**src/rtl/irqb_pkg.sv**
```systemverilog
package irqb_pkg;

    // Byte address width of the register bank (eight 32-bit words)
    localparam int REG_AW = 5;

    // Word select, decoded from address bits 4:2
    typedef enum logic [2:0] {
        SEL_ENABLE = 3'd0,
        SEL_PEND   = 3'd1,
        SEL_MASKED = 3'd2,
        SEL_CLEAR  = 3'd3,
        SEL_MODE   = 3'd4,
        SEL_ANYEDG = 3'd5,
        SEL_POL    = 3'd6,
        SEL_LEVEL  = 3'd7
    } reg_sel_e;

    localparam logic [REG_AW-1:0] OFS_CLEAR = 5'h0C;

    // Per-channel request state
    typedef enum logic [0:0] {
        CH_IDLE = 1'b0,
        CH_PEND = 1'b1
    } ch_state_e;

endpackage

```
**src/rtl/irqb_sync.sv**
```systemverilog
module irqb_sync #(
    parameter int W      = 8,
    parameter int STAGES = 2
) (
    input  logic         clk,
    input  logic         rst_n,
    input  logic [W-1:0] d,
    output logic [W-1:0] q
);

    logic [W-1:0] stg [STAGES];

    always_ff @(posedge clk or negedge rst_n) begin
        if (!rst_n) begin
            for (int i = 0; i < STAGES; i++) stg[i] <= '0;
        end else begin
            stg[0] <= d;
            for (int i = 1; i < STAGES; i++) stg[i] <= stg[i-1];
        end
    end

    assign q = stg[STAGES-1];

endmodule

```
**src/rtl/irqb_chan.sv**
```systemverilog
module irqb_chan
    import irqb_pkg::*;
(
    input  logic clk,
    input  logic rst_n,
    input  logic smp,        // synchronized pin sample
    input  logic cfg_mode,   // 1 = level
    input  logic cfg_both,   // 1 = any edge, overrides mode and polarity
    input  logic cfg_pol,    // 1 = rising / high
    input  logic clr,        // write-1 clear for this channel
    output logic evt,        // trigger present this cycle
    output logic raw         // pending
);

    logic      prev_q;
    logic      rise, fall;
    ch_state_e st_q, st_nx;

    // previous sample for edge detection
    always_ff @(posedge clk or negedge rst_n) begin
        if (!rst_n) prev_q <= 1'b0;
        else        prev_q <= smp;
    end

    // trigger decode: any-edge first, then mode, then polarity
    always_comb begin
        rise = smp & ~prev_q;
        fall = ~smp & prev_q;
        if (cfg_both)      evt = rise | fall;
        else if (cfg_mode) evt = cfg_pol ? smp : ~smp;
        else               evt = cfg_pol ? rise : fall;
    end

    // next state: T_DETECT, T_ACK, T_HOLD
    always_comb begin
        st_nx = st_q;
        unique case (st_q)
            CH_IDLE: if (evt) st_nx = CH_PEND;
            CH_PEND: if (clr && !evt) st_nx = CH_IDLE;
            default: st_nx = CH_IDLE;
        endcase
    end

    // state register
    always_ff @(posedge clk or negedge rst_n) begin
        if (!rst_n) st_q <= CH_IDLE;
        else        st_q <= st_nx;
    end

    // outputs
    always_comb begin
        raw = (st_q == CH_PEND);
    end

endmodule

```
**src/rtl/irqb_regs.sv**
```systemverilog
module irqb_regs
    import irqb_pkg::*;
#(
    parameter int NCH    = 8,
    parameter int DATA_W = 32
) (
    input  logic              clk,
    input  logic              rst_n,
    input  logic              wr,
    input  logic [REG_AW-1:0] addr,
    input  logic [DATA_W-1:0] wdata,
    input  logic [NCH-1:0]    raw,
    input  logic [NCH-1:0]    level,
    output logic [DATA_W-1:0] rdata,
    output logic [NCH-1:0]    en,
    output logic [NCH-1:0]    mode,
    output logic [NCH-1:0]    both,
    output logic [NCH-1:0]    pol,
    output logic [NCH-1:0]    clr
);

    localparam int PAD_W = DATA_W - NCH;

    reg_sel_e       sel;
    logic           aligned;
    logic           wr_ok;
    logic [NCH-1:0] wbits;
    logic [NCH-1:0] rd_bits;
    logic           unused_wdata;

    assign sel          = reg_sel_e'(addr[REG_AW-1:2]);
    assign aligned      = (addr[1:0] == 2'b00);
    assign wr_ok        = wr && aligned;
    assign wbits        = wdata[NCH-1:0];
    assign unused_wdata = ^wdata[DATA_W-1:NCH];

    // write-1 clear strobes, valid only in the write cycle
    assign clr = (wr_ok && sel == SEL_CLEAR) ? wbits : '0;

    always_ff @(posedge clk or negedge rst_n) begin
        if (!rst_n) begin
            en   <= '0;
            mode <= '0;
            both <= '0;
            pol  <= '0;
        end else if (wr_ok) begin
            unique case (sel)
                SEL_ENABLE: en   <= wbits;
                SEL_MODE:   mode <= wbits;
                SEL_ANYEDG: both <= wbits;
                SEL_POL:    pol  <= wbits;
                default:    ;
            endcase
        end
    end

    always_comb begin
        rd_bits = '0;
        if (aligned) begin
            unique case (sel)
                SEL_ENABLE: rd_bits = en;
                SEL_PEND:   rd_bits = raw;
                SEL_MASKED: rd_bits = raw & en;
                SEL_CLEAR:  rd_bits = '0;
                SEL_MODE:   rd_bits = mode;
                SEL_ANYEDG: rd_bits = both;
                SEL_POL:    rd_bits = pol;
                SEL_LEVEL:  rd_bits = level;
                default:    rd_bits = '0;
            endcase
        end
        rdata = {{PAD_W{1'b0}}, rd_bits};
    end

endmodule

```
**src/rtl/irqb_top.sv**
```systemverilog
module irqb_top #(
    parameter int NCH         = 8,
    parameter int DATA_W      = 32,
    parameter int SYNC_STAGES = 2
) (
    input  logic                       clk,
    input  logic                       rst_n,
    input  logic [NCH-1:0]             pin_in,
    input  logic                       reg_wr,
    input  logic [irqb_pkg::REG_AW-1:0] reg_addr,
    input  logic [DATA_W-1:0]          reg_wdata,
    output logic [DATA_W-1:0]          reg_rdata,
    output logic                       irq
);

    logic [NCH-1:0] smp_q;
    logic [NCH-1:0] raw_q;
    logic [NCH-1:0] evt_c;
    logic [NCH-1:0] cfg_en, cfg_mode, cfg_both, cfg_pol;
    logic [NCH-1:0] clr_c;

    irqb_sync #(.W(NCH), .STAGES(SYNC_STAGES)) u_sync (
        .clk   (clk),
        .rst_n (rst_n),
        .d     (pin_in),
        .q     (smp_q)
    );

    irqb_regs #(.NCH(NCH), .DATA_W(DATA_W)) u_regs (
        .clk   (clk),
        .rst_n (rst_n),
        .wr    (reg_wr),
        .addr  (reg_addr),
        .wdata (reg_wdata),
        .raw   (raw_q),
        .level (smp_q),
        .rdata (reg_rdata),
        .en    (cfg_en),
        .mode  (cfg_mode),
        .both  (cfg_both),
        .pol   (cfg_pol),
        .clr   (clr_c)
    );

    for (genvar g = 0; g < NCH; g++) begin : g_chan
        irqb_chan u_chan (
            .clk      (clk),
            .rst_n    (rst_n),
            .smp      (smp_q[g]),
            .cfg_mode (cfg_mode[g]),
            .cfg_both (cfg_both[g]),
            .cfg_pol  (cfg_pol[g]),
            .clr      (clr_c[g]),
            .evt      (evt_c[g]),
            .raw      (raw_q[g])
        );
    end

    assign irq = |(raw_q & cfg_en);

endmodule

```
**config.mk**
```make
export PLATFORM = sky130hd
export DESIGN_NAME = irqb_top
export DESIGN_NICKNAME = d
export VERILOG_FILES = /design/src/rtl/irqb_pkg.sv /design/src/rtl/irqb_sync.sv /design/src/rtl/irqb_chan.sv /design/src/rtl/irqb_regs.sv /design/src/rtl/irqb_top.sv
export SDC_FILE = /design/constraint.sdc
export NUM_CORES = 1
export LEC_CHECK = 0
export ABC_AREA = 0
export CAP_MARGIN = 20
export CORE_MARGIN = 4
export CORE_UTILIZATION = 50
export CTS_CLUSTER_SIZE = 25
export DETAILED_ROUTE_END_ITERATION = 8
export PLACE_DENSITY_LB_ADDON = 0.15
export RECOVER_POWER = 25
export SETUP_SLACK_MARGIN = 0.05
export SLEW_MARGIN = 20
export SYNTH_ARGS = -nofsm -noshare
export SYNTH_HDL_FRONTEND = slang
export SYNTH_SLANG_ARGS = --single-unit
```
**constraint.sdc**
```tcl
create_clock -name clk -period 1.6 [get_ports clk]
set_clock_uncertainty 0.05 [all_clocks]
set_input_delay 0.24 -clock clk [delete_from_list [all_inputs] [get_ports clk]]
set_output_delay 0.24 -clock clk [all_outputs]
set_load 0.03 [all_outputs]
```
# Yosys cells after proc, flatten, opt, wreduce, memory -nomap -nowiden
# Index checks and enable logic that the tools add are counted.
op_classes:
  eq_ne: 7
  muxes: 59
  bitwise: 49
  reduce_logical: 25
op_table:
  columns: ["cell", "n"]
  rows:
  - ["case mux 8 bit (8 select lines)", 1]
  - ["two-way mux 1 bit", 48]
  - ["NOT 1 bit", 24]
  - ["bitwise AND 1 bit", 16]
  - ["two-way mux 8 bit", 2]
  - ["case mux 1 bit (2 select lines)", 8]
  - ["equality test 3 bit (second input constant)", 4]
  - ["logical AND 1 bit", 10]
  - ["bitwise AND 8 bit", 1]
  - ["logical NOT 1 bit", 8]
  - ["bitwise OR 1 bit", 8]
  - ["AND reduction 2 bit", 4]
  - ["OR reduction 8 bit", 1]
  - ["equality test 3 x 2 -> 1 bit (second input constant)", 2]
  - ["equality test 3 x 1 -> 1 bit (second input constant)", 1]
  - ["logical NOT 3 bit", 1]
  - ["logical NOT 2 bit", 1]
totals:
  regBits: 64
  in_bits: 48
  out_inout_bits: 33
  wordCells: 162

# Logic depth before layout (Yosys ltp)
depth:
  depth_word: 9
  depth_mapped: 6
  ltp_nobuf: 6

# Hierarchy
# Synthesis repeated with hierarchy kept, for this count alone.
hier_totals:
  hier_cells: 353
  hier_area_um2: 3647.2
modules_own_cells:
  columns: ["module", "n_inst", "cells_per_inst", "area_per_inst_um2", "seq_area_each_um2"]
  rows:
  - ["irqb_regs", 1, 196, 1999.4, 800.8]
  - ["irqb_chan", 8, 16, 143.9, 50.0]
  - ["irqb_sync", 1, 24, 460.4, 400.4]
  - ["irqb_top", 1, 5, 36.3, 0.0]

# Worst setup path before layout
# OpenSTA, ideal clock, no wires.
synth_path:
  kind: "input to output"
  start: "input port reg_addr[3] (netlist bit)"
  end: "output port reg_rdata[1]"
  arrival_ns: 1.575
  required_ns: 1.310
  path_slack_ns: -0.265
  path_stages: 6
  n_path_buf: 2
  path_cell_list: "buf_4 -> buf_4 -> mux2i_1 -> a21oi_1 -> nor2_1 -> nor3_1"
synth_via:
  elab_chain_len: 3
synth_lines:
  columns: ["item", "line_no", "text"]
  rows:
  - ["start, declared", "irqb_top.sv:10", "input logic [irqb_pkg::REG_AW-1:0] reg_addr,"]
  - ["equality test 3 bit (tied with other cells)", "irqb_regs.sv:60", "unique case (sel)"]
  - ["case mux 8 bit (8 select lines) (*)", "irqb_regs.sv:60", null]
  - ["two-way mux 8 bit (*)", "irqb_regs.sv:59", "if (aligned) begin"]
  - ["end, declared", "irqb_top.sv:12", "output logic [DATA_W-1:0] reg_rdata,"]
# Mark *: on every way between the ends. The rest lies on a longest branch, timed or not.

# Final worst setup path
layout_path:
  start: "register g_chan[2].u_chan.st_q"
  end: "output port reg_rdata[2]"
layout_via:
  elab_chain_len: 3
layout_lines:
  columns: ["item", "line_no", "text"]
  rows:
  - ["start, declared", "irqb_chan.sv:17", "ch_state_e st_q, st_nx;"]
  - ["start signal, assigned", "irqb_chan.sv:47", "else st_q <= st_nx;"]
  - ["bitwise AND 8 bit", "irqb_regs.sv:63", "SEL_MASKED: rd_bits = raw & en;"]
  - ["case mux 8 bit (8 select lines) (*)", "irqb_regs.sv:60", null]
  - ["two-way mux 8 bit (*)", "irqb_regs.sv:59", null]
# Marked as above.

==> impl_metrics.json <==
{
  "hold_class": "reg -> reg",
  "slew_headroom_pct": 42.1,
  "synthArstFlopShare_pct": 100,
  "ios": 81,
  "placementRows": 30,
  "track_usage_pct": 19.7,
  "clkLatencyLatePin_ps": 340,
  "grt_setup_unrepaired": "yes",
  "p_leak_nw": 2.07,
  "drtAntennaViolNets": 0,
  "dieArea_mm2": 0.00834,
  "r2r_cells": 6,
  "fin_crit_sh_pct": 113,
  "synth_area_leaders": "dfrtp_1 (46%), o21ai_0 (6.8%), buf_4 (6.3%)",
  "fmax_mhz": 553,
  "core_area_mm2": 0.00676,
  "yosys_most_used_dff": "dfrtp_1",
  "htreeDepth": 3,
  "required_ps": 1310,
  "fin_crit_ps": 1810,
  "start_util_pct": 51.4,
  "ys_seq_area_share_pct": 46.1,
  "drive_above_1_share_pct": 29.6,
  "drv_slew": 0,
  "vias": 2626,
  "firstDrtPassIters": 5,
  "nNetsFinal": 484,
  "internal_power_mw": 2.89,
  "routedWlPerCell_um": 15.3,
  "synth_area_mm2": 0.00347,
  "whs_ps": 293,
  "drt-met1-wl_um": 3420,
  "cp.arrival_ps": 1520,
  "end_kind": "output pin",
  "switching_share_pct": 30.2,
  "worstPathMaxFanout": 3,
  "synth_top_area_share_pct": 46.1,
  "cts_tree": "yes",
  "yosysTopAreaCell": "dfrtp_1",
  "utilization_pct": 65.4,
  "via_per_inst": 5.22,
  "seqPwrFrac_pct": 47.8,
  "setup_ws_ps": -209,
  "p_per_area_mw_per_mm2": 936,
  "startpoint_type": "register",
  "synthCells": 339,
  "dr_wl_met3_um": 370,
  "power.share.clock_pct": 27.8,
  "p_switching_mw": 1.25,
  "grt_pass1_vias": 2640,
  "setup_violations": 9,
  "worst_slew_pin_slew_ps": 868,
  "synth-edff-count": 0,
  "maxCapViolCount": 0,
  "grt_max_degree": 65,
  "status": "finished, violations left",
  "fp.dieH_um": 91.3,
  "yosys_register_bits": 64,
  "totalWireLength_um": 7710,
  "area_growth_syn_to_layout_pct": 27.3,
  "grt_antenna_before_repair": 0,
  "highest_layer": "met4",
  "wl_met2_um": 3770,
  "avgSynthCellArea_um2": 10.2,
  "failed_checks": "setup timing",
  "gr-total-overflow": 0,
  "pwr-share-comb_pct": 24.4,
  "cts_root_buf": "clkbuf_8",
  "ir_drop_mv": 0.546,
  "cts_buffers": 9,
  "gp_congestion": 0.779,
  "clkTransAtPathRegs_ps": 70,
  "first_iter_violations": 142,
  "post-dp-hpwl_um": 5310,
  "grt_pass1_wl_um": 12700,
  "ys_types": 34,
  "yosysMostFrequentCell": "dfrtp_1",
  "hold_viol_final": 0,
  "synth_commonest_cells": "dfrtp_1 (64), nand2_1 (52), o21ai_0 (47)",
  "diodes": 0,
  "critPathKind": "reg -> out",
  "die_w_um": 91.3,
  "drc": 0,
  "port_buffers": 32,
  "clockBufferDepth": 2,
  "ys_warn_count": 0,
  "clock_sinks": 64,
  "min_path_cells": 0
}
==> path summary, 6_finish.rpt <==
path                                           start                      end  slack [ps]
worst max-delay path            g_chan[2].u_chan.raw             reg_rdata[2]        -210
worst min-delay path                   u_sync.stg[8]              u_sync.q[0]         290
worst max register to register           u_sync.q[1]     g_chan[1].u_chan.raw         120
worst min register to register         u_sync.stg[8]              u_sync.q[0]         290
max in group asynchronous                      rst_n           u_regs.both[1]         320
min in group asynchronous                      rst_n  g_chan[3].u_chan.prev_q         590
==> cells by family (layout without fill, tap and decap cells) <==
kind of cell             count (synthesis)  after routing  share of synthesized area, %
AND/OR/NAND/NOR                         87             87                          12.8
AO/OA/AOI/OAI                           78             78                          15.1
flip-flops                              64             64                          46.1
buffers and inverters                   60            121                          10.1
multiplexers                            33             33                          10.0
adder cells (fa/ha/maj)                 16             16                          5.76
other                                    1             24                         0.108
==> critical path: stages, from the launching register on <==
cell	delay, ps
dfrtp_1	400
nand2_2	100
a2111oi_4	300
o221a_2	250
buf_6	130
==> power groups by stage <==
stage / sequential [mW] / combinational, mW / clock [mW]
after detailed placement: 2.01 / 0.811 / 0
after floorplan: 1.97 / 0.604 / 0
final: 1.98 / 1.01 / 1.15
after global routing: 2.01 / 1.12 / 1.25
after global placement: 2.00 / 0.790 / 0
after CTS: 1.98 / 0.956 / 1.19
==> flip-flops by register name (all words and copies together), names as in the netlist <==
register,count
u_regs.pol,8
u_regs.mode,8
u_sync.stg,8
u_sync.q,8
g_chan.u_chan.raw,8
u_regs.en,8
g_chan.u_chan.prev_q,8
u_regs.both,8
==> metrics by stage <==
stage	setup WS, ps	TNS (ps)	instance area, um2	std cells	total power [mW]
global route	-271	-1920	4420	503	4.38
CTS	-262	-1750	4360	495	4.13
finish	-209	-1300	4420	503	4.14
global placement	-540	-18730	3930	465	2.79
detailed placement	-530	-19510	3930	465	2.82
floorplan	71.6	0	3580	362	2.57
==> layout make-up <==
| type | instances | area (um2) |
|---|---|---|
| inverters | 23 | 86.3 |
| fillers | 576 | 2330 |
| multi-input cells | 238 | 1750 |
| well taps | 80 | 100 |
| repair buffers | 84 | 726 |
| clock buffers | 13 | 149 |
| flip-flops and latches | 64 | 1600 |
| clock inverters | 1 | 5.00 |
==> routing by layer <==
metal / GRT usage [%] / vias to the layer above
li1: - / 1290
met1: 25.3 / 1264
met2: 31.5 / 58
met3: 4.31 / 14
met4: 9.55 / 0
met5: 0 / -
==> cells in the final DEF (no fill, tap or decap), drive strengths merged, types with 10 or more instances in the layout <==
master,count
ha,16
clkbuf,16
o21ai,48
mux2,14
dfrtp,64
buf,61
nand2b,10
mux2i,19
inv,23
conb,24
nand2,52
==> what timing repair did <==
action | CTS | global route
buffers inserted | 14 | 8
hold buffers | 1 | 0
setup endpoints to repair | 44 | 9
hold endpoints to repair | 64 | 0
pin swaps | 22 | 22
gates resized for setup | 54 | 7
gates cloned | 1 | 0
(Power assumes the default switching activity.)
